File: src/rtl/tpa_pkg.sv
package tpa_pkg;

  typedef enum logic [1:0] {
    DEPTH_MONO = 2'd0,
    DEPTH_NIB  = 2'd1,
    DEPTH_BYTE = 2'd2
  } depth_e;

  // depth_sel 2 and 3 both map to byte-per-pixel
  function automatic depth_e decode_depth(input logic [1:0] sel);
    depth_e d;
    case (sel)
      2'd0:    d = DEPTH_MONO;
      2'd1:    d = DEPTH_NIB;
      default: d = DEPTH_BYTE;
    endcase
    return d;
  endfunction

endpackage

File: src/rtl/tpa_map_decode.sv
module tpa_map_decode
  import tpa_pkg::*;
(
  input  logic [15:0] map_word,
  input  depth_e      depth,
  input  logic [3:0]  row_in,
  input  logic [2:0]  col_in,
  output logic [9:0]  tile_idx,
  output logic [3:0]  eff_row,
  output logic [2:0]  eff_col,
  output logic [3:0]  fg,
  output logic [3:0]  bg,
  output logic [7:0]  cbase
);

  logic hmir;
  logic vmir;

  always_comb begin
    hmir = map_word[10];
    vmir = map_word[11];
    if (depth == DEPTH_MONO) begin
      tile_idx = {2'b00, map_word[7:0]};
      eff_row  = row_in;
      eff_col  = col_in;
      bg       = map_word[11:8];
      fg       = map_word[15:12];
      cbase    = 8'h00;
    end else begin
      tile_idx = map_word[9:0];
      eff_row  = {1'b0, (vmir ? (3'd7 - row_in[2:0]) : row_in[2:0])};
      eff_col  = hmir ? (3'd7 - col_in) : col_in;
      bg       = 4'h0;
      fg       = 4'h0;
      cbase    = {map_word[15:12], 4'h0};
    end
  end

  // packed depths never see row bit 3
  always_comb begin
    if (depth != DEPTH_MONO)
      assert_packed_row_R8: assert (eff_row[3] == 1'b0);
  end

endmodule

File: src/rtl/tpa_addr_gen.sv
module tpa_addr_gen
  import tpa_pkg::*;
#(
  parameter int ADDR_W = 16
) (
  input  depth_e            depth,
  input  logic              tall,
  input  logic [9:0]        tile_idx,
  input  logic [3:0]        eff_row,
  input  logic [2:0]        eff_col,
  input  logic [ADDR_W-1:0] base,
  output logic [ADDR_W-1:0] addr
);

  localparam int OFF_W = 15;

  logic [OFF_W-1:0] offset;

  always_comb begin
    case (depth)
      DEPTH_MONO: begin
        if (tall) offset = OFF_W'({tile_idx[7:0], eff_row[3:1]});
        else      offset = OFF_W'({tile_idx[7:0], eff_row[2:1]});
      end
      DEPTH_NIB:  offset = OFF_W'({tile_idx, eff_row[2:0], eff_col[2]});
      default:    offset = {tile_idx, eff_row[2:0], eff_col[2:1]};
    endcase
    addr = base | ADDR_W'(offset);
  end

endmodule

File: src/rtl/tpa_lane_sel.sv
module tpa_lane_sel
  import tpa_pkg::*;
(
  input  depth_e     depth,
  input  logic [3:0] eff_row,
  input  logic [2:0] eff_col,
  output logic [2:0] lane,
  output logic [3:0] shift
);

  always_comb begin
    case (depth)
      DEPTH_MONO: begin
        lane  = eff_col;
        shift = {~eff_row[0], ~eff_col};
      end
      DEPTH_NIB: begin
        lane  = {1'b0, eff_col[1:0]};
        shift = {~eff_col[1:0], 2'b00};
      end
      default: begin
        lane  = {2'b00, eff_col[0]};
        shift = {~eff_col[0], 3'b000};
      end
    endcase
  end

endmodule

File: src/rtl/tile_pixel_addr.sv
module tile_pixel_addr
  import tpa_pkg::*;
#(
  parameter int ADDR_W = 16
) (
  input  logic              clk,
  input  logic              rst_n,
  input  logic              in_valid,
  input  logic [15:0]       map_word,
  input  logic [ADDR_W-1:0] def_base,
  input  logic [1:0]        depth_sel,
  input  logic              tall_tile,
  input  logic [3:0]        tile_row,
  input  logic [2:0]        tile_col,
  output logic              out_valid,
  output logic [ADDR_W-1:0] word_addr,
  output logic [2:0]        pix_lane,
  output logic [3:0]        bit_shift,
  output logic [3:0]        attr_fg,
  output logic [3:0]        attr_bg,
  output logic [7:0]        color_base
);

  depth_e            depth;
  logic [9:0]        tile_idx;
  logic [3:0]        eff_row;
  logic [2:0]        eff_col;
  logic [3:0]        fg_n;
  logic [3:0]        bg_n;
  logic [7:0]        cbase_n;
  logic [ADDR_W-1:0] addr_n;
  logic [2:0]        lane_n;
  logic [3:0]        shift_n;

  assign depth = decode_depth(depth_sel);

  tpa_map_decode u_dec (
    .map_word (map_word),
    .depth    (depth),
    .row_in   (tile_row),
    .col_in   (tile_col),
    .tile_idx (tile_idx),
    .eff_row  (eff_row),
    .eff_col  (eff_col),
    .fg       (fg_n),
    .bg       (bg_n),
    .cbase    (cbase_n)
  );

  tpa_addr_gen #(.ADDR_W(ADDR_W)) u_addr (
    .depth    (depth),
    .tall     (tall_tile),
    .tile_idx (tile_idx),
    .eff_row  (eff_row),
    .eff_col  (eff_col),
    .base     (def_base),
    .addr     (addr_n)
  );

  tpa_lane_sel u_lane (
    .depth (depth),
    .eff_row (eff_row),
    .eff_col (eff_col),
    .lane  (lane_n),
    .shift (shift_n)
  );

  always_ff @(posedge clk or negedge rst_n) begin
    if (!rst_n) begin
      out_valid <= 1'b0;
    end else begin
      out_valid <= in_valid;
    end
  end

  always_ff @(posedge clk or negedge rst_n) begin
    if (!rst_n) begin
      word_addr  <= '0;
      pix_lane   <= '0;
      bit_shift  <= '0;
      attr_fg    <= '0;
      attr_bg    <= '0;
      color_base <= '0;
    end else if (in_valid) begin
      word_addr  <= addr_n;
      pix_lane   <= lane_n;
      bit_shift  <= shift_n;
      attr_fg    <= fg_n;
      attr_bg    <= bg_n;
      color_base <= cbase_n;
    end
  end

  assert_valid_delay_R1: assert property (@(posedge clk) disable iff (!rst_n)
    out_valid == $past(in_valid));

  assert_hold_R1: assert property (@(posedge clk) disable iff (!rst_n)
    !in_valid |=> $stable(word_addr) && $stable(bit_shift) && $stable(color_base));

  assert_base_kept_R10: assert property (@(posedge clk) disable iff (!rst_n)
    in_valid |=> ((word_addr & $past(def_base)) == $past(def_base)));

  assert_mono_bank_R5: assert property (@(posedge clk) disable iff (!rst_n)
    (in_valid && depth_sel == 2'd0) |=> color_base == 8'h00);

  assert_nib_shift_R6: assert property (@(posedge clk) disable iff (!rst_n)
    (in_valid && depth_sel == 2'd1) |=> (bit_shift[1:0] == 2'b00 && pix_lane[2] == 1'b0));

  assert_byte_shift_R7: assert property (@(posedge clk) disable iff (!rst_n)
    (in_valid && depth_sel[1]) |=> (bit_shift[2:0] == 3'b000 && pix_lane[2:1] == 2'b00));

  assert_packed_attr_R9: assert property (@(posedge clk) disable iff (!rst_n)
    (in_valid && depth_sel != 2'd0) |=> (attr_fg == 4'h0 && attr_bg == 4'h0));

endmodule

File: config.mk
export PLATFORM = sky130hd
export DESIGN_NAME = tile_pixel_addr
export DESIGN_NICKNAME = d
export VERILOG_FILES = /design/src/rtl/tpa_pkg.sv /design/src/rtl/tpa_map_decode.sv /design/src/rtl/tpa_addr_gen.sv /design/src/rtl/tpa_lane_sel.sv /design/src/rtl/tile_pixel_addr.sv
export SDC_FILE = /design/constraint.sdc
export NUM_CORES = 1
export LEC_CHECK = 0
export CAP_MARGIN = 20
export CORE_UTILIZATION = 30
export DETAILED_ROUTE_END_ITERATION = 16
export PLACE_DENSITY = 0.64
export RECOVER_POWER = 100
export SYNTH_ARGS = -nofsm -noshare
export SYNTH_HDL_FRONTEND = slang
export SYNTH_HIERARCHICAL = 1
export SYNTH_SLANG_ARGS = --single-unit
File: constraint.sdc
create_clock -name clk -period 0.8 [get_ports clk]
set_input_delay 0.16 -clock clk [delete_from_list [all_inputs] [get_ports clk]]
set_output_delay 0.16 -clock clk [all_outputs]
set_load 0.01 [all_outputs]
=== After elaboration in Yosys (flattened, before gate mapping) ===
Index checks and enable logic that the tools add are counted.

* Register bits: 40
* Output and inout bits: 40
* Logic and storage cells: 31

* $add $sub $neg: 2
* Equality and inequality tests: 2
* Mux-type cells: 13
* Bitwise logic cells: 5
* Reductions and logical operators: 2

{| class="wikitable"
|+ Operator list
! kind !! count
|-
| $pmux 15 s2 || 1
|-
| $or 16x15->16 || 1
|-
| $mux 4 || 3
|-
| $mux 11 || 1
|-
| $mux 10 || 1
|-
| $mux 3 || 3
|-
| $mux 8 || 1
|-
| $pmux 4 s2 || 1
|-
| $pmux 3 s2 || 1
|-
| $sub 3x3->3 const A || 2
|-
| $eq 2x1->1 const B || 2
|-
| $logic_not 2->1 || 2
|-
| $pmux 2 s2 || 1
|-
| $not 3->3 || 1
|-
| $not 1->1 || 2
|-
| $not 2->2 || 1
|}

=== Logic depth before layout (Yosys ltp) ===
Gate-level depths: netlist of the first run.

* Depth in word-level cells: 7
* Gate-level depth with buffers: 8
* Mapped depth without buffers: 7

=== Modules after synthesis ===
Netlist of the first run, hierarchy kept.

{| class="wikitable"
|+ By module, submodules not included
! module !! instances !! cells an instance !! area each (sq um) !! sequential area each (sq um)
|-
| tile_pixel_addr || 1 || 85 || 1529.0 || 1001.0
|-
| tpa_addr_gen || 1 || 56 || 447.9 || 0.0
|-
| tpa_map_decode || 1 || 38 || 309.0 || 0.0
|-
| tpa_lane_sel || 1 || 9 || 66.3 || 0.0
|}

=== Worst setup path after synthesis of the first run ===
Ideal clock, no wire load.

* Path type: input to register
* From: input depth_sel[0]
* To: register word_addr[2]
* Setup time: 125 ps
* Arrival time: 1821 ps
* Setup slack: -1146 ps
* Stages: 8
* Path buffers: 1
* Cells stage by stage: nor2b_1 -> nor2_4 -> buf_6 -> and2_4 -> mux2_4 -> mux2i_1 -> o21ai_1 -> mux2_4

* Cells in the longest elaborated chain, start to end: 7
* Elaborated cells on any way between the ends: 9
* Classes of those cells: eq/ne: 2; mux: 4; bitwise: 1; reduce/logical: 2

{| class="wikitable"
|+ RTL lines
! element !! line !! text
|-
| start, declared || tile_pixel_addr.sv:11 || <nowiki>input logic [1:0] depth_sel,</nowiki>
|-
| $eq 2x1->1 or $logic_not 2->1 (tied branches) || tpa_pkg.sv:12 || <nowiki>case (sel)</nowiki>
|-
| $pmux 2 s2 (*) || tpa_pkg.sv:12 ||
|-
| $logic_not 2->1 (*) || tpa_map_decode.sv:22 || <nowiki>if (depth == DEPTH_MONO) begin</nowiki>
|-
| $mux 4 (*) || tpa_map_decode.sv:22 ||
|-
| net eff_row[3] || tile_pixel_addr.sv:26 || <nowiki>logic [3:0] eff_row;</nowiki>
|-
| $mux 11 (*) || tpa_addr_gen.sv:22 || <nowiki>if (tall) offset = OFF_W'({tile_idx[7:0], eff_row[3:1]});</nowiki>
|-
| $pmux 15 s2 (*) || tpa_addr_gen.sv:20 || <nowiki>case (depth)</nowiki>
|-
| $or 16x15->16 (*) || tpa_addr_gen.sv:28 || <nowiki>addr = base | ADDR_W'(offset);</nowiki>
|-
| net addr_n[2] || tile_pixel_addr.sv:31 || <nowiki>logic [ADDR_W-1:0] addr_n;</nowiki>
|-
| end signal, assigned || tile_pixel_addr.sv:85 || <nowiki>word_addr <= addr_n;</nowiki>
|-
| end, declared || tile_pixel_addr.sv:16 || <nowiki>output logic [ADDR_W-1:0] word_addr,</nowiki>
|}

Mark *: on every way through the listed nets, which the timed path passes. The rest lies on a longest branch.
A chain may end at the register's enable or synchronous reset.

=== Worst setup path after layout of the first run ===
* From: input depth_sel[1]
* To: register word_addr[2]

* Cells in the longest elaborated chain, start to end: 7
* Elaborated cells on any way between the ends: 9
* Classes of those cells: eq/ne: 2; mux: 4; bitwise: 1; reduce/logical: 2

{| class="wikitable"
|+ RTL lines
! element !! line !! text
|-
| $eq 2x1->1 or $logic_not 2->1 (tied branches) || tpa_pkg.sv:12 ||
|-
| $pmux 2 s2 (*) || tpa_pkg.sv:12 ||
|-
| net depth[0] || tile_pixel_addr.sv:24 || <nowiki>depth_e depth;</nowiki>
|-
| $logic_not 2->1 (*) || tpa_map_decode.sv:22 ||
|-
| $mux 4 (*) || tpa_map_decode.sv:22 ||
|-
| net eff_row[3] || tile_pixel_addr.sv:26 ||
|-
| $mux 11 (*) || tpa_addr_gen.sv:22 ||
|-
| $pmux 15 s2 (*) || tpa_addr_gen.sv:20 ||
|-
| $or 16x15->16 (*) || tpa_addr_gen.sv:28 ||
|-
| net addr_n[2] || tile_pixel_addr.sv:31 ||
|}

Marks and branches as above.

==> results.cfg, run 1 <==
[pwr]
internal_power_mw = 4.31
irDropWorstVdd_v = 0.000824
power_mw = 5.81
leakage_nw = 1.75
powerDensity_nw_per_um2 = 1590
netSwitchingPower_mw = 1.51
p_comb_frac = 0.315
clock_power_share = 0.280
pwr-share-seq = 0.406
swShare = 0.259

[layout]
final_net_count = 349
drive_gt1_frac = 0.548
antennaDiodeCount = 0
design_area_um2 = 3650
area_delta_synth_final_pct = 55.4

[setup_path]
critPathMaxFanout = 5
rr_worst_depth = 3
reg2reg_setup_slack_ns = -0.19
rr_startpoint = word_addr[2]
path_class = in2reg
end_kind = flip-flop
cp.arrival_ns = 1.41
cp-start-kind = input port
rr_endpoint = word_addr[2]
worstPathRequired_ns = 0.97

[drt]
first_pass_iters = 4
remaining_drc_errors = 0
wirelength_um = 5610
drt-initial-drc-count = 43
viasPerCell = 4.33
vias = 1751
wl_per_cell_um = 13.9
ant_nets = 0

[cts]
root_buffer = clkbuf_8
cts.sinks = 40
insertion_delay_ns = 0.28
cts_buffers = 5
cts_max_level = 2
clk_pin_slew_worst_paths_ns = 0.08
cts_tree = done
clockBufferDepth = 2

[global_route]
grt_pass1_wl_um = 9450
grt_usage = 0.143
overflow = 0
grt_max_degree = 41
grt_pass1_vias = 1926
grt_antenna_before_repair = 0

[synthesis]
synth_seq_cells = 40
syn_area_per_cell_um2 = 12.5
synth_top_area_frac = 0.426
synth_flop_cell = dfrtp_1
yosysMostFrequentCell = dfrtp_1
synth.distinct_cells = 28
ys_async_sr_fraction = 1.00
seq_area_frac_synth = 0.426
syn_inst = 188
synth_edf_count = 0
synth.largest_area_cell = dfrtp_1
synth_common_cells = dfrtp_1 (40), mux2_2 (29), buf_4 (18), mux2_4 (18)
yosys-top-cells-area = dfrtp_1 (43%), mux2_2 (14%), mux2_4 (11%)
ys_warn_count = 6
mappedNetlistArea_um2 = 2350

[die]
fp-row-count = 31
start_util = 0.318
io_pins = 85
die-area_um2 = 8200
coreArea_um2 = 7410
die_width_um = 90.6
dieHeight_um = 90.6

[worst_hold_path]
worstHoldEndpoint = attr_fg[2]
hold_path_class = in2reg
min-delay-start = in_valid
hold_depth = 3

[placement]
pre_cts_ws_ns = -1.17
io_buffers = 84
placed_cell_area_um2 = 3460
finalWeightedCongestion = 0.701
dp_hpwl_um = 3970

[sta]
fmax_mhz = 805
finalClockSkew_ns = 0
setup_violations = 79
hold_viol = 0
drv_slew = 0
layout_min_cycle_time_ns = 1.24
rsz0062_at_grt = true
timing.final.ws_setup_ns = -0.443
fin_setup_tns_ns = -17.26
layout_worst_path_cycle_share = 1.55

[outcome]
violations = setup timing
status = finished with violations

[flow_run]
cap_violations = 0
[power groups by stage]
stage	sequential (mW)	clock, mW	combinational (mW)
CTS	2.36	1.69	1.82
finish	2.36	1.63	1.83
global placement	2.40	0	1.80
detailed placement	2.40	0	1.82
global route	2.39	1.78	1.97
floorplan	2.50	0	0.798
[placed cells by master, fill, tap and decap left out, drive strengths merged]
master	n
mux2	48
buf	88
o21ai	11
and2	9
a21o	2
clkdlybuf4s50	29
a221o	3
dlygate4sd3	1
clkinv	1
nor3b	3
nor3	2
nand2b	1
nand2	1
dlygate4sd2	9
bufbuf	1
conb	4
a21oi	11
clkbuf	8
and2b	5
bufinv	1
dfrtp	40
clkdlybuf4s15	1
a211oi	1
xnor2	6
mux2i	11
nor2	3
nor2b	5
[repair_timing]
| action | CTS | global route |
|---|---|---|
| endpoints found under the setup margin | 74 | 74 |
| hold endpoints to repair | 40 | 0 |
| hold buffers | 1 | 0 |
| gates cloned | 1 | 0 |
| pin swaps | 6 | 6 |
| gates resized for setup | 214 | 9 |
| buffers inserted | 13 | 6 |
[cells by family (layout without fill, tap and decap cells)]
group | count (synthesis) | after routing | synth area share
multiplexers | 59 | 59 | 0.305
flip-flops | 40 | 40 | 0.426
AND/OR/NAND/NOR | 29 | 29 | 0.0888
AO/OA/AOI/OAI | 28 | 28 | 0.0723
buffers and inverters | 25 | 139 | 0.0840
XOR/XNOR | 6 | 6 | 0.0223
other | 1 | 4 | 0.00159
[per-layer routing]
metal / up-vias / global-route usage / part of all wire
met5: - / 0 / 0
met3: 2 / 0.0354 / 0.042
met1: 835 / 0.189 / 0.46
li1: 873 / - / -
met4: 0 / 0.0242 / 0.0034
met2: 41 / 0.238 / 0.49
[cell type report]
class                      count  area (um2)
multi-input combinational    126        1320
sequential                    40        1000
fill                         698        3750
clock inverter                 2        35.0
tap                           99         124
timing repair buffer         131        1110
clock buffer                   6        72.6
[registers in the layout (all words and copies together) (netlist names)]
signal,count
attr_fg,4
pix_lane,3
word_addr,16
attr_bg,4
out_valid,1
bit_shift,4
color_base,8
[worst max-delay path by stage]
stage,end,cells after the start,start
final,word_addr[2],8,depth_sel[1]
after global routing,word_addr[13],7,depth_sel[1]
after CTS,word_addr[2],8,depth_sel[1]
after detailed placement,word_addr[13],7,depth_sel[1]
after global placement,word_addr[13],7,depth_sel[1]
after floorplan,word_addr[2],8,depth_sel[0]
[worst max-delay path: stages]
cell and delay [ns]:
buf_8 0.10, nor2b_4 0.23, nor2_4 0.06, and2_4 0.13, mux2_4 0.24, mux2i_1 0.13, o21ai_1 0.08, mux2_4 0.27
[per-stage QoR]
step,instances,utilization,hold slack [ns]
3_5_place_dp,379,0.467,0.158
4_1_cts,401,0.490,0.232
6_report,404,0.493,0.366
2_1_floorplan,191,-,-0.136
5_1_grt,404,0.493,0.364
3_3_place_gp,379,0.467,0.157
(Power assumes the default switching activity.)
==> run 2, diff against run 1 <==
--- a/config.mk
+++ b/config.mk
@@ -7,6 +7,7 @@
 export LEC_CHECK = 0
 export CAP_MARGIN = 20
 export CORE_UTILIZATION = 30
+export CTS_BUF_LIST = sky130_fd_sc_hd__clkbuf_8
 export DETAILED_ROUTE_END_ITERATION = 16
 export PLACE_DENSITY = 0.64
 export RECOVER_POWER = 100
==> run 2 against run 1 <==
  * The flow still finishes with violations (setup timing)
  * Die area did not move
  * Clock skew did not move
  * Final cell count did not move
  * Core utilization did not move
  * Worst setup slack barely moved
  * Combinational power barely moved
  * Sequential power barely moved
  * Highest routed layer unchanged
==> results.cfg, run 2 (synthesis gave the netlist of run 1 again) <==
[outcome]
status = finished with violations
violations = setup timing

[setup_path]
rr_startpoint = word_addr[2]
crit_top_cell = mux2_4
path_class = in2reg
cp.arrival_ns = 1.41
cp_cell_sequence = buf_8 -> nor2b_4 -> nor2_4 -> and2_4 -> mux2_4 -> mux2i_1 -> o21ai_1 -> mux2_4
crit_start = depth_sel[1]
critPathMaxFanout = 5
crit_slowest_cell = mux2_4
end_kind = flip-flop
cpPeakStageDelay_ns = 0.27
worstPathRequired_ns = 0.97
cp-start-kind = input port

[sta]
finalClockSkew_ns = 0
holdWs_ns = 0.365
timing.final.ws_setup_ns = -0.442
setup_violations = 79
fmax_mhz = 805
hold_viol = 0
layout_min_cycle_time_ns = 1.24
rsz0062_at_grt = true
layout_worst_path_cycle_share = 1.55
drv_slew = 0

[worst_hold_path]
min-delay-start = in_valid
hold_path_class = in2reg

[pwr]
powerDensity_nw_per_um2 = 1590
irDropWorstVdd_v = 0.000824
leakage_nw = 1.76
power_mw = 5.80

[cts]
cts_max_level = 2
cts_tree = done
clockBufferDepth = 2
insertion_delay_ns = 0.28
root_buffer = clkbuf_8
clk_pin_slew_worst_paths_ns = 0.08
cts_buffers = 5
cts.sinks = 40

[drt]
remaining_drc_errors = 0
ant_nets = 0
vias = 1751
wirelength_um = 5620
wl_per_cell_um = 13.9
first_pass_iters = 4
drt-initial-drc-count = 49
viasPerCell = 4.33

[placement]
dp_hpwl_um = 3970
finalWeightedCongestion = 0.701
io_buffers = 84
pre_cts_ws_ns = -1.17

[global_route]
grt_antenna_before_repair = 0
grt_usage = 0.143
grt_max_degree = 41
overflow = 0
grt_pass1_vias = 1926
grt_pass1_wl_um = 9450

[die]
io_pins = 85
die_width_um = 90.6
coreArea_um2 = 7410
die-area_um2 = 8200
dieHeight_um = 90.6
fp-row-count = 31
start_util = 0.318

[layout]
drive_gt1_frac = 0.548
mostFrequentLayoutCell = dfrtp_1
final_net_count = 349
top_regs = word_addr: 16 flops, color_base: 8 flops
antennaDiodeCount = 0
regMostFlops = word_addr
final_cell_mix = dfrtp_1 (40), buf_2 (37), mux2_4 (34)
largest_reg_flops = 16
area_delta_synth_final_pct = 55.4

[flow_run]
cap_violations = 0
run 2: final cells by class:
type / count / area [um2]
multi-input combinational: 126 / 1320
fill: 698 / 3750
timing repair buffer: 131 / 1110
sequential: 40 / 1000
clock buffer: 5 / 68.8
clock inverter: 3 / 38.8
tap: 99 / 124
run 2: per-layer routing:
layer	global-route usage	wire length, um	vias up	part of all wire
li1	-	-	873	-
met5	0	0	-	0
met1	0.189	2600	835	0.46
met2	0.238	2760	41	0.49
met4	0.0242	19	0	0.0034
met3	0.0354	238	2	0.042
run 2: power breakdown:
group / switching [mW] / leakage, nW / internal [mW]
combinational: 0.692 / 1.22 / 1.14
sequential: 0.117 / 0.474 / 2.24
clock: 0.700 / 0.0593 / 0.914
run 2: worst paths after layout:
check | end | slack [ns] | cells after the start
setup / recovery | word_addr[2] | -0.44 | 8
hold / removal | attr_fg[2] | 0.36 | 3
setup reg to reg | word_addr[2] | -0.19 | 3
hold reg to reg | color_base[0] | 0.51 | 1
max in group asynchronous | word_addr[13] | 0.09 | 3
min in group asynchronous | pix_lane[1] | 0.43 | 3
run 2: worst max-delay path: cells and delay by family:
kind	cells	cell delay [ns]
AO/OA/AOI/OAI	1	0.08
buffers and inverters	1	0.10
AND/OR/NAND/NOR	3	0.42
multiplexers	3	0.64
run 2: through the flow:
step,cells,TNS [ns],util,cell area (um2)
final,404,-17.26,0.493,3650
after global routing,404,-21.16,0.493,3650
after CTS,401,-17.25,0.490,3630
after detailed placement,379,-44.43,0.467,3460
after global placement,379,-43.46,0.467,3460
after floorplan,191,-14.24,-,2460
run 2: timing repair:
| item | 4_1_cts | 5_1_grt |
|---|---|---|
| cloned | 1 | 0 |
| setup buffers | 13 | 6 |
| hold endpoints to repair | 40 | 0 |
| pin swaps | 6 | 6 |
| resized for setup | 214 | 9 |
| hold buffers | 1 | 0 |
| endpoints found under the setup margin | 74 | 74 |
==> run 3, diff against run 2 <==
--- a/config.mk
+++ b/config.mk
@@ -7,9 +7,8 @@
 export LEC_CHECK = 0
 export CAP_MARGIN = 20
 export CORE_UTILIZATION = 30
-export CTS_BUF_LIST = sky130_fd_sc_hd__clkbuf_8
 export DETAILED_ROUTE_END_ITERATION = 16
-export PLACE_DENSITY = 0.64
+export PLACE_DENSITY = 0.57
 export RECOVER_POWER = 100
 export SYNTH_ARGS = -nofsm -noshare
 export SYNTH_HDL_FRONTEND = slang
==> run 3 against run 2 <==
  * Clock skew unchanged
  * Critical endpoint is now bit_shift[3]
  * Worst setup slack got worse by 0.0038 ns
  * Largest cell class unchanged
  * The run still ends with setup timing left
  * Die area unchanged
==> results.cfg, run 3 (synthesis gave the netlist of run 1 again) <==
[sta]
holdWs_ns = 0.235
fin_setup_tns_ns = -17.18
drv_slew = 0
timing.final.ws_setup_ns = -0.446
rsz0062_at_grt = true
finalClockSkew_ns = 0
fmax_mhz = 803
setup_violations = 74
hold_viol = 0
layout_worst_path_cycle_share = 1.56
layout_min_cycle_time_ns = 1.25

[global_route]
grt_pass1_vias = 1910
overflow = 0
grt_max_degree = 41
grt_antenna_before_repair = 0
grt_usage = 0.147
grt_pass1_wl_um = 9550

[placement]
dp_hpwl_um = 3930
finalWeightedCongestion = 0.748
io_buffers = 84

[layout]
area_delta_synth_final_pct = 58.4
final_net_count = 356
mostFrequentLayoutCell = dfrtp_1
regArea_um2 = 1000
multi_input_area_um2 = 1340
largest_reg_flops = 16
fill_cells = 690
top_regs = word_addr: 16 flops, color_base: 8 flops
regMostFlops = word_addr
antennaDiodeCount = 0
final_cell_mix = dfrtp_1 (40), buf_4 (39), buf_2 (38)
drive_gt1_frac = 0.567

[cts]
cts_tree = done
insertion_delay_ns = 0.29
clockBufferDepth = 2
root_buffer = clkbuf_8
cts_buffers = 5
cts_max_level = 2
clk_pin_slew_worst_paths_ns = 0.08
cts.sinks = 40

[setup_path]
path_class = in2reg
cp-start-kind = input port
cpPeakStageDelay_ns = 0.26
crit_top_cell = mux2_4
crit_slowest_cell = mux2_4
worstPathRequired_ns = 0.98
cp_cell_sequence = buf_8 -> nor2b_4 -> buf_6 -> o21ai_4 -> xnor2_2 -> mux2_4 -> mux2i_1 -> mux2_4
cp.arrival_ns = 1.43
end_kind = flip-flop
critPathMaxFanout = 6

[outcome]
violations = setup timing
status = finished with violations

[pwr]
leakage_nw = 1.80
powerDensity_nw_per_um2 = 1520
irDropWorstVdd_v = 0.000667

[die]
io_pins = 85
start_util = 0.318
die_width_um = 90.6
coreArea_um2 = 7410
dieHeight_um = 90.6
fp-row-count = 31
die-area_um2 = 8200

[drt]
wl_per_cell_um = 14.3
ant_nets = 0
first_pass_iters = 4
viasPerCell = 4.47
wirelength_um = 5890
vias = 1836
drt-initial-drc-count = 38
remaining_drc_errors = 0

[worst_hold_path]
hold_path_class = in2reg

[flow_run]
cap_violations = 0
[run 3: worst max-delay path: cells and delay by family]
family          cells  cell delay, ns
simple gates        1            0.24
compound gates      1            0.08
mux                 3            0.50
xor+xnor            1            0.20
buf+inv             2            0.24
[run 3: final timing paths]
check / from / to / slack (ns) / depth (start not counted)
worst max-delay path: depth_sel[1] / bit_shift[3] / -0.45 / 8
worst min-delay path: in_valid / out_valid / 0.23 / 2
worst max register to register: word_addr[2] / word_addr[2] / -0.20 / 3
worst min register to register: bit_shift[0] / bit_shift[0] / 0.51 / 1
max in group asynchronous: rst_n / attr_bg[0] / 0.22 / 3
min in group asynchronous: rst_n / word_addr[8] / 0.37 / 3
[run 3: what timing repair did]
action	4_1_cts	5_1_grt
setup endpoints to repair	74	74
pin swaps	8	10
hold endpoints to repair	40	0
hold buffers	1	0
gates resized for setup	207	15
buffers inserted	18	7
gates cloned	1	1
[run 3: power by group]
group | internal (mW) | total (mW) | switching, mW
Clock | 0.609 | 1.37 | 0.760
Combinational | 1.21 | 1.93 | 0.718
Sequential | 2.24 | 2.36 | 0.117
[run 3: metrics by stage]
step / power [mW] / cells / area, um2 / util / worst slack, ns
after floorplan: 3.30 / 191 / 2460 / - / -0.771
after global placement: 4.19 / 375 / 3430 / 0.463 / -1.11
after detailed placement: 4.20 / 375 / 3430 / 0.463 / -1.14
after CTS: 5.62 / 403 / 3600 / 0.486 / -0.397
after global routing: 5.95 / 411 / 3720 / 0.503 / -0.495
final: 5.66 / 411 / 3720 / 0.503 / -0.446
[run 3: routing by layer]
layer | vias to the layer above | share of wire | GRT usage
met4 | 0 | 0.013 | 0.0484
li1 | 889 | - | -
met1 | 888 | 0.45 | 0.185
met2 | 54 | 0.48 | 0.245
met3 | 5 | 0.053 | 0.0354
met5 | - | 0 | 0
[run 3: cell type report]
cell class              count  area share
clock buffers               5      0.0185
clock inverters             3     0.00504
multi-input cells         126       0.359
flip-flops and latches     40       0.269
well taps                  99      0.0333
repair buffers            138       0.316
